[src/rtl/bpd_pkg.sv]
package bpd_pkg;
  typedef enum logic [1:0] {
    RG_STABLE = 2'd0,
    RG_NVRAM  = 2'd1,
    RG_CLOCK  = 2'd2,
    RG_PANEL  = 2'd3
  } periph_e;

  localparam int unsigned TAG_LSB = 18;
  localparam logic [13:0] ROM_MAIN_TAG   = 14'h07C0;
  localparam logic [13:0] ROM_ALIAS_TAG  = 14'h3C00;
  localparam logic [13:0] PER_MAIN_TAG   = 14'h3C01;
  localparam logic [13:0] PER_MIRROR_TAG = 14'h07C1;
endpackage

[src/rtl/bpd_rom_map.sv]
module bpd_rom_map #(
  parameter int unsigned SLOTS = 3
) (
  input  logic             hit_i,
  input  logic             big_i,
  input  logic [17:0]      off_i,
  output logic [SLOTS-1:0] cs_o,
  output logic [16:0]      dev_addr_o
);
  logic [1:0] slot;

  assign slot       = big_i ? {1'b0, off_i[17]} : off_i[17:16];
  assign dev_addr_o = big_i ? off_i[16:0] : {1'b0, off_i[15:0]};

  for (genvar g = 0; g < SLOTS; g++) begin : g_slot
    assign cs_o[g] = hit_i && (slot == 2'(g));
  end
endmodule

[src/rtl/bpd_periph_map.sv]
module bpd_periph_map
  import bpd_pkg::*;
(
  input  logic       hit_i,
  input  logic [1:0] sel_i,
  input  logic       ss_block_i,
  output logic [3:0] cs_o,
  output logic       err_o
);
  for (genvar g = 0; g < 4; g++) begin : g_rgn
    if (g == int'(RG_STABLE)) begin : g_ss
      assign cs_o[g] = hit_i && (sel_i == RG_STABLE) && !ss_block_i;
    end else begin : g_other
      assign cs_o[g] = hit_i && (sel_i == 2'(g));
    end
  end

  assign err_o = hit_i && (sel_i == RG_STABLE) && ss_block_i;
endmodule

[src/rtl/bpd_busy_timer.sv]
module bpd_busy_timer #(
  parameter int unsigned CYCLES = 64
) (
  input  logic clk_i,
  input  logic rst_ni,
  input  logic start_i,
  output logic busy_o
);
  localparam int unsigned CW = $clog2(CYCLES + 1);
  logic [CW-1:0] cnt_q;

  always_ff @(posedge clk_i or negedge rst_ni) begin
    if (!rst_ni)            cnt_q <= '0;
    else if (start_i)       cnt_q <= CW'(CYCLES);
    else if (cnt_q != '0)   cnt_q <= cnt_q - 1'b1;
  end

  assign busy_o = (cnt_q != '0);
endmodule

[src/rtl/board_addr_decoder.sv]
module board_addr_decoder
  import bpd_pkg::*;
#(
  parameter int unsigned ROM_SLOTS   = 3,
  parameter int unsigned BUSY_CYCLES = 64,
  parameter int unsigned MEM_IDX_W   = 13,
  parameter int unsigned RTC_IDX_W   = 4
) (
  input  logic                 clk_i,
  input  logic                 rst_ni,
  input  logic                 req_i,
  input  logic                 we_i,
  input  logic [31:0]          addr_i,
  input  logic                 rom_big_i,
  input  logic                 pwr_fail_ni,
  input  logic                 sec_fail_ni,
  input  logic                 diag_en_i,
  input  logic [3:0]           rtc_nib_i,
  output logic [ROM_SLOTS-1:0] rom_cs_o,
  output logic [16:0]          rom_addr_o,
  output logic                 ss_cs_o,
  output logic                 nv_cs_o,
  output logic                 rtc_cs_o,
  output logic                 led_cs_o,
  output logic                 we_o,
  output logic [MEM_IDX_W-1:0] mem_idx_o,
  output logic [RTC_IDX_W-1:0] rtc_idx_o,
  output logic [7:0]           status_o,
  output logic                 ss_busy_o,
  output logic                 busy_err_o
);
  logic [13:0] tag;
  logic        rom_hit, per_hit, per_any;
  logic [3:0]  per_cs;

  assign tag = addr_i[31:TAG_LSB];

  // alias window reaches only word-aligned bytes; ROM never takes writes
  assign rom_hit = req_i && !we_i &&
                   ((tag == ROM_MAIN_TAG) ||
                    (tag == ROM_ALIAS_TAG && addr_i[1:0] == 2'b00));

  // mirror window is read-only
  assign per_hit = req_i && ((tag == PER_MAIN_TAG) ||
                             (tag == PER_MIRROR_TAG && !we_i));

  bpd_rom_map #(.SLOTS(ROM_SLOTS)) u_rom (
    .hit_i      (rom_hit),
    .big_i      (rom_big_i),
    .off_i      (addr_i[17:0]),
    .cs_o       (rom_cs_o),
    .dev_addr_o (rom_addr_o)
  );

  bpd_periph_map u_per (
    .hit_i      (per_hit),
    .sel_i      (addr_i[17:16]),
    .ss_block_i (ss_busy_o),
    .cs_o       (per_cs),
    .err_o      (busy_err_o)
  );

  bpd_busy_timer #(.CYCLES(BUSY_CYCLES)) u_busy (
    .clk_i   (clk_i),
    .rst_ni  (rst_ni),
    .start_i (per_cs[RG_STABLE] && we_i),
    .busy_o  (ss_busy_o)
  );

  assign ss_cs_o  = per_cs[RG_STABLE];
  assign nv_cs_o  = per_cs[RG_NVRAM];
  assign rtc_cs_o = per_cs[RG_CLOCK];
  assign led_cs_o = per_cs[RG_PANEL];
  assign per_any  = |per_cs;
  assign we_o     = per_any && we_i;

  assign mem_idx_o = addr_i[MEM_IDX_W+1:2];
  assign rtc_idx_o = addr_i[RTC_IDX_W+1:2];

  assign status_o = {rtc_nib_i, ~sec_fail_ni, diag_en_i, ~pwr_fail_ni, ss_busy_o};
endmodule

[config.mk]
export PLATFORM = sky130hd
export DESIGN_NAME = board_addr_decoder
export DESIGN_NICKNAME = d
export VERILOG_FILES = /design/src/rtl/bpd_pkg.sv /design/src/rtl/bpd_rom_map.sv /design/src/rtl/bpd_periph_map.sv /design/src/rtl/bpd_busy_timer.sv /design/src/rtl/board_addr_decoder.sv
export SDC_FILE = /design/constraint.sdc
export NUM_CORES = 1
export LEC_CHECK = 0
export BUFFER_PORTS_ARGS = -buffer_cell sky130_fd_sc_hd__buf_2
export CORE_MARGIN = 4
export CORE_UTILIZATION = 37
export CTS_CLUSTER_DIAMETER = 200
export DETAILED_ROUTE_END_ITERATION = 8
export GPL_TIMING_DRIVEN = 0
export HOLD_SLACK_MARGIN = 0.02
export PLACE_DENSITY = 0.95
export SETUP_SLACK_MARGIN = 0.15
export SYNTH_ARGS = -nofsm -noshare
export SYNTH_HDL_FRONTEND = slang
export SYNTH_SLANG_ARGS = --single-unit
[constraint.sdc]
create_clock -name clk_i -period 2.75 [get_ports clk_i]
set_clock_uncertainty 0.2 [all_clocks]
set_input_delay 0.55 -clock clk_i [delete_from_list [all_inputs] [get_ports clk_i]]
set_output_delay 0.55 -clock clk_i [all_outputs]
set_load 0.05 [all_outputs]
# Word-level counts from Yosys, hierarchy flattened
# Cells that the tools add are included.
[word_totals]
reg_bits = 7
wordCells = 43
input_bits = 44
[classes]
eq_ne = 9
n_bitwise = 2
mux = 4
n_addsub = 1
n_reduce_logical = 26
[ops]
columns = ["operator", "n"]
rows = [
  ["$eq 14x11->1 const B", 2],
  ["$eq 14x14->1 const B", 2],
  ["$mux 17", 1],
  ["$logic_and 1x1->1", 16],
  ["$mux 7", 2],
  ["$reduce_bool 7->1", 1],
  ["$sub 7x1->7 const B", 1],
  ["$eq 2x2->1 const B", 3],
  ["$logic_not 2->1", 3],
  ["$eq 2x1->1 const B", 2],
  ["$reduce_or 4->1", 1],
  ["$logic_not 1->1", 2],
  ["$logic_or 1x1->1", 2],
  ["$mux 2", 1],
  ["$not 1->1", 2],
  ["$reduce_bool 2->1", 1],
]

# Depth between registers and ports, before layout
# Gate-level depths: netlist (run 1).
[logic_depth]
word_depth = 8
depth_mapped = 7

# Modules after synthesis
# A second synthesis (run 1) with hierarchy kept.
[unflattened]
hier_cells = 108
area_unflattened_um2 = 898.4
[by_module_without_submodules]
columns = ["module", "area_each_um2", "n_inst", "cells_each"]
rows = [
  ["bpd_busy_timer", 389.1, 1, 39],
  ["board_addr_decoder", 286.5, 1, 41],
  ["bpd_rom_map", 167.7, 1, 23],
  ["bpd_periph_map", 55.1, 1, 5],
]

# Worst setup path before layout (run 1)
# Ideal clock, no wire load.
[synth_timing]
path_type = "input to output"
start = "input addr_i[29]"
end = "output rtc_cs_o"
arrival_ns = 2.517
slack_ns = -0.517
stages = 4
n_path_buf = 0
cell_sequence = "or4_1 -> nor2_1 -> o211ai_2 -> nor3b_1"
[synth_via]
elab_chain_cells = 5
elab_cells_between_ends = 6
[synth_rtl]
columns = ["element", "line", "rtl"]
rows = [
  ["start, declared", "board_addr_decoder.sv:13", "input logic [31:0] addr_i,"],
  ["$eq 14x11->1", "board_addr_decoder.sv:45", "(tag == PER_MIRROR_TAG && !we_i));"],
  ["$logic_and 1x1->1", "board_addr_decoder.sv:45", ""],
  ["$logic_or 1x1->1 *", "board_addr_decoder.sv:44", "assign per_hit = req_i && ((tag == PER_MAIN_TAG) ||"],
  ["$logic_and 1x1->1 *", "board_addr_decoder.sv:44", ""],
  ["$logic_and 1x1->1 *", "bpd_periph_map.sv:14", "assign cs_o[g] = hit_i && (sel_i == 2'(g));"],
  ["end, declared", "board_addr_decoder.sv:23", "output logic rtc_cs_o,"],
]
# Every way passes the cells marked *; elsewhere a longest branch is shown, timed or not.

# Final worst setup path (run 1)
[layout_timing]
start = "input we_i"
end = "output rtc_cs_o"
[layout_via]
elab_chain_cells = 5
[layout_rtl]
columns = ["element", "line", "rtl"]
rows = [
  ["start, declared", "board_addr_decoder.sv:12", "input logic we_i,"],
  ["$logic_not 1->1", "board_addr_decoder.sv:45", ""],
  ["$logic_and 1x1->1", "board_addr_decoder.sv:45", ""],
  ["$logic_or 1x1->1", "board_addr_decoder.sv:44", ""],
  ["$logic_and 1x1->1", "board_addr_decoder.sv:44", ""],
  ["$logic_and 1x1->1", "bpd_periph_map.sv:14", ""],
]
# Every way passes these cells.

==> results.yml, run 1 <==
outcome:
  status: "finished clean"
cells_and_area:
  largest_register_ffs: 7
  drive_above_1_share_pct: 74.49
  n_fill_cell: 183
  diodes: 0
  largest-register: "u_busy.cnt_q"
  nets: 242
  utilization_pct: 68.04
  syn2layout_area_growth_pct: 72.68
  reg.largest.list: "u_busy.cnt_q x7"
  final_cell_area_sq_mm: 0.001534
timing:
  min_period_ns: 2.640
  setup_slack_ns: 0.1101
  rsz0062_at_grt: "true"
  min_period_over_period_pct: 96.00
  slew_headroom_pct: 62.72
  hold_viol: 0
  tightest_slew_ns: 0.5592
  finalMaxSlewViolations: 0
  setup_violations: 0
  fmax_mhz: 378.8
power_and_ir_drop:
  p_leak_nw: 0.7995
  power_density_mw_per_mm2: 480.8
  p_total_mw: 0.7375
  ir_worst_vdd_uv: 377.6
worst_setup_path:
  end_kind: "output pin"
  critPathKind: "primary input to output pin"
  cp.required_ns: 2.00
  r2r_cells: 8
  crit_path_start_kind: "primary input"
  reg2reg_from: "u_busy.cnt_q[0]"
  arrival_ns: 1.89
  cp_max_fo: 5
  r2r-end: "u_busy.cnt_q[5]"
  rrSetupSlack_ns: 0.84
job:
  drv_cap: 0
grt:
  met1_usage_pct: 15.64
  grt_pass1_wl_mm: 4.457
  grt_max_degree: 11
  grtUsageMet3_pct: 3.167
  grt_usage_pct: 16.66
  grt_pass1_vias: 1147
  use_met2_pct: 33.77
  grt_overflow: 0
  grt_busiest_layer: "met2"
  grt_antenna_before_repair: 0
yosys:
  synth_common_cells: "39 x buf_4, 7 x dfrtp_1, 7 x nor2_1"
  yosysMostFrequentCell: "buf_4"
  syn_area_sq_um: 888.4
  mappedNetlistNets: 152
  synth_warnings: 0
  synth-seq-cells: 7
  yosys_most_used_dff: "dfrtp_1"
  synth-seq-area-share_pct: 19.72
  async_flop_share_pct: 100.0
  synth_cell_types: 33
  synthCells: 107
  yosys-top-cells-area: "buf_4 33%, dfrtp_1 20%, nor4_4 4.8%"
  synth_top_area_share_pct: 32.96
  synth_area_leader_cell: "buf_4"
  synth_edf_count: 0
  avgSynthCellArea_sq_um: 8.302
placement:
  hpwlAfterDp_mm: 2.155
  port_buffers: 74
  placed_area_sq_mm: 0.001329
  place.gp.congestion: 0.7310
  place_ws_ns: -0.06761
clock_tree:
  clk_transition_reported_paths_ns: 0.05
  clock_latency_ns: 0.26
  ctsHtreeMaxLevel: 1
  cts_tree: "done"
  numCtsBuffers: 3
  cts_sinks: 7
  clock_path_buffers: 2
  cts_root_buffer: "clkbuf_4"
route:
  drc: 0
  routed_wl_mm: 2.872
  ant_nets: 0
  vias_per_cell: 4.589
  num_vias: 1028
  first_iter_violations: 10
  drt-wirelength-per-cell_um: 12.82
  drt_first_pass_iters: 4
floorplan:
  coreArea_sq_mm: 0.002255
  start_util_pct: 39.40
  dieWidth_um: 57
  pin_count: 96
  die_area_sq_mm: 0.003249
  rows: 17
  die_y_um: 57
hold_path:
  hp-class: "flop to flop"
  hold_depth: 1
  hold_path_end: "u_busy.cnt_q[4]"
  hp-start: "u_busy.cnt_q[4]"
==> through the flow <==
stage | std cells | TNS (ns) | hold WS [ns]
after global placement | 209 | -0.03236 | 0.1879
after global routing | 224 | 0 | 0.3082
final | 224 | 0 | 0.2762
after CTS | 217 | 0 | 0.2805
after detailed placement | 209 | -0.07418 | 0.1880
after floorplan | 107 | -0.2108 | 0.05441
==> cells by family (layout without fill, tap and decap cells) <==
family	Yosys count	after routing	share of synthesized area (%)
XOR/XNOR	2	2	1.972
AO/OA/AOI/OAI	8	8	6.198
adder cells (fa/ha/maj)	1	1	1.408
flip-flops	7	7	19.72
multiplexers	1	1	1.268
AND/OR/NAND/NOR	42	42	33.52
buffers and inverters	46	135	35.91
==> layer usage <==
metal / wire length, um / up-vias
met1: 906 / 467
met2: 1700 / 51
met3: 225 / 4
li1: - / 506
met4: 40 / 0
met5: 0 / -
==> area by class of cell <==
| cell class | count | area [sq um] | area share [%] |
|---|---|---|---|
| buffer | 41 | 300.3 | 19.58 |
| timing repair buffer | 85 | 509.2 | 33.20 |
| tap | 28 | 35.03 | 2.284 |
| multi-input combinational | 54 | 469.2 | 30.59 |
| clock buffer | 4 | 26.28 | 1.713 |
| sequential | 7 | 175.2 | 11.42 |
| inverter | 5 | 18.77 | 1.223 |
==> power breakdown <==
group / switching (mW) / total, mW / internal (mW)
clock network: 0.0413 / 0.0968 / 0.0556
registers: 0.0432 / 0.195 / 0.152
logic: 0.259 / 0.446 / 0.187
==> worst max path at each step <==
stage / start / end
final: we_i / rtc_cs_o
after detailed placement: addr_i[29] / ss_cs_o
after floorplan: addr_i[29] / rtc_cs_o
after global routing: u_busy.cnt_q[0] / busy_err_o
after global placement: addr_i[29] / ss_cs_o
after CTS: we_i / rtc_cs_o
==> critical path, cell delays in order <==
cell and delay (ns):
buf_6 0.10, or4_4 0.53, nor2_4 0.12, o211ai_4 0.14
nor3b_2 0.25, buf_6 0.19
==> layout by cell type (no fill, tap or decap), types with 2 or more instances in the layout <==
master / synthesis / layout
nand2b_1: 3 / 3
nor2b_2: 0 / 2
nor4_4: 2 / 3
nor3_1: 4 / 3
nand4_1: 3 / 3
clkbuf_4: 0 / 4
and4bb_2: 2 / 2
o21ai_0: 2 / 2
nor2_1: 7 / 6
inv_1: 5 / 3
buf_2: 0 / 63
dfrtp_1: 7 / 7
buf_6: 0 / 7
nand2_1: 4 / 4
inv_2: 0 / 2
nor3b_2: 0 / 2
or4_4: 0 / 2
clkbuf_1: 1 / 2
buf_4: 39 / 52
==> repair_timing <==
| item | CTS | global route |
|---|---|---|
| pin swaps | 6 | 8 |
| hold endpoints to repair | 7 | 0 |
| setup buffers | 3 | 7 |
| hold buffers | 1 | 0 |
| endpoints found under the setup margin | 10 | 10 |
| gates resized for setup | 16 | 11 |
(Power assumes the default switching activity.)
==> run 2, diff against run 1 <==
--- a/config.mk
+++ b/config.mk
@@ -6,7 +6,7 @@
 export NUM_CORES = 1
 export LEC_CHECK = 0
 export BUFFER_PORTS_ARGS = -buffer_cell sky130_fd_sc_hd__buf_2
-export CORE_MARGIN = 4
+export CORE_MARGIN = 2
 export CORE_UTILIZATION = 37
 export CTS_CLUSTER_DIAMETER = 200
 export DETAILED_ROUTE_END_ITERATION = 8
==> run 2 against run 1 <==
Compared with the run above:
- sequential power about the same
- wire length down 8.0%
- sequential cell count did not move
- worst setup slack better by 0.020 ns
- largest power group unchanged
==> results.yml, run 2 (synthesis gave the netlist of run 1 again) <==
floorplan:
  dieWidth_um: 53
  pin_count: 96
  coreArea_sq_mm: 0.002233
  start_util_pct: 39.78
  rows: 17
  die_y_um: 53
  die_area_sq_mm: 0.002809
worst_setup_path:
  path_cells: "buf_6 -> or4_4 -> nor2_4 -> o211ai_4 -> nor3b_2 -> buf_6"
  crit_family: "simple AND/OR/NAND/NOR gates"
  max_stage_delay_ns: 0.54
  reg2reg_from: "u_busy.cnt_q[0]"
  crit_buf_inv: 2
  end_kind: "output pin"
  critPathKind: "primary input to output pin"
  crit_start: "addr_i[29]"
  path_depth: 6
  cp.required_ns: 2.00
  arrival_ns: 1.87
  cp_max_fo: 5
  cp_common_cell: "buf_6"
  r2r_cells: 7
  crit_slowest_cell: "or4_4"
  crit_path_start_kind: "primary input"
route:
  drt_first_pass_iters: 4
  num_vias: 977
  drt-wirelength-per-cell_um: 12.06
  drc: 0
  first_iter_violations: 4
  vias_per_cell: 4.461
  routed_wl_mm: 2.642
  ant_nets: 0
clock_tree:
  cts_root_buffer: "clkbuf_4"
  clock_path_buffers: 2
  ctsHtreeMaxLevel: 1
  clk_transition_reported_paths_ns: 0.06
  clock_latency_ns: 0.25
  numCtsBuffers: 3
  cts_sinks: 7
  cts_tree: "done"
power_and_ir_drop:
  power_density_mw_per_mm2: 497.5
  p_leak_nw: 0.7916
  p_total_mw: 0.7643
  ir_worst_vdd_uv: 367.7
hold_path:
  hold_depth: 1
  hp-class: "flop to flop"
  hp-start: "u_busy.cnt_q[4]"
job:
  drv_cap: 0
cells_and_area:
  final_cell_area_sq_mm: 0.001536
  nets: 237
  final_cells: 219
  largest_register_ffs: 7
  drive_above_1_share_pct: 74.35
  syn2layout_area_growth_pct: 72.96
  largest-register: "u_busy.cnt_q"
  reg.largest.list: "u_busy.cnt_q x7"
  utilization_pct: 68.80
  final_cell_mix: "61 x buf_2, 45 x buf_4, 12 x buf_6"
  diodes: 0
  n_fill_cell: 189
  final_common_cell: "buf_2"
timing:
  hold_ws_ns: 0.2858
  min_period_over_period_pct: 95.26
  setup_slack_ns: 0.1304
  tightest_slew_ns: 0.5432
  finalSetupTns_ns: 0
  slew_headroom_pct: 63.79
  finalMaxSlewViolations: 0
  setup_violations: 0
  min_period_ns: 2.620
  hold_viol: 0
  fmax_mhz: 381.7
  rsz0062_at_grt: "true"
grt:
  grt_max_degree: 11
  grt_pass1_vias: 997
  met1_usage_pct: 18.24
  grtUsageMet3_pct: 2.825
  use_met2_pct: 38.54
  grt_overflow: 0
  grt_usage_pct: 18.86
  grt_pass1_wl_mm: 3.898
  grt_antenna_before_repair: 0
  grt_busiest_layer: "met2"
outcome:
  status: "finished clean"
placement:
  placed_area_sq_mm: 0.001329
  hpwlAfterDp_mm: 2.101
  dp.cells: 209
  place_ws_ns: -0.03770
  port_buffers: 74
  place.gp.congestion: 0.6948
[run 2: area by class of cell]
cell class / instances / area (sq um) / area share [%]
multi-input cells: 54 / 484.2 / 31.51
well taps: 28 / 35.03 / 2.280
clock buffers: 3 / 22.52 / 1.466
repair buffers: 80 / 495.5 / 32.25
plain buffers: 41 / 300.3 / 19.54
inverters: 5 / 18.77 / 1.222
clock inverters: 1 / 5.005 / 0.3257
flip-flops and latches: 7 / 175.2 / 11.40
[run 2: path summary, 6_finish.rpt]
path	endpoint	slack [ns]
worst max-delay path	nv_cs_o	0.13
worst min register to register	u_busy.cnt_q[4]	0.29
worst min-delay path	u_busy.cnt_q[4]	0.29
worst max register to register	u_busy.cnt_q[5]	1.02
min in group asynchronous	u_busy.cnt_q[4]	0.47
max in group asynchronous	u_busy.cnt_q[2]	1.72
[run 2: power by group]
part           leakage, nW  switching, mW  internal (mW)  total [mW]
logic                0.689          0.272          0.205       0.477
registers           0.0851         0.0418          0.152       0.193
clock network       0.0177         0.0406         0.0532      0.0939
[run 2: routing by layer]
metal,part of all wire [%],vias up
met4,0.79,0
li1,-,497
met2,59,41
met1,32,437
met5,0,-
met3,7.5,2
[run 2: worst reg2reg max path, cell delays in order (launching register included)]
cell and delay, ns:
dfrtp_1 0.39, inv_1 0.12, ha_4 0.17, nand2b_4 0.07, nor4_4 0.20, buf_4 0.18
nor2_1 0.04, mux2_2 0.25
[run 2: what timing repair did]
item / CTS / global route
hold endpoints to repair: 7 / 0
setup buffers: 3 / 2
setup endpoints to repair: 11 / 10
resized for setup: 13 / 22
pin swaps: 4 / 7
hold buffers: 1 / 0
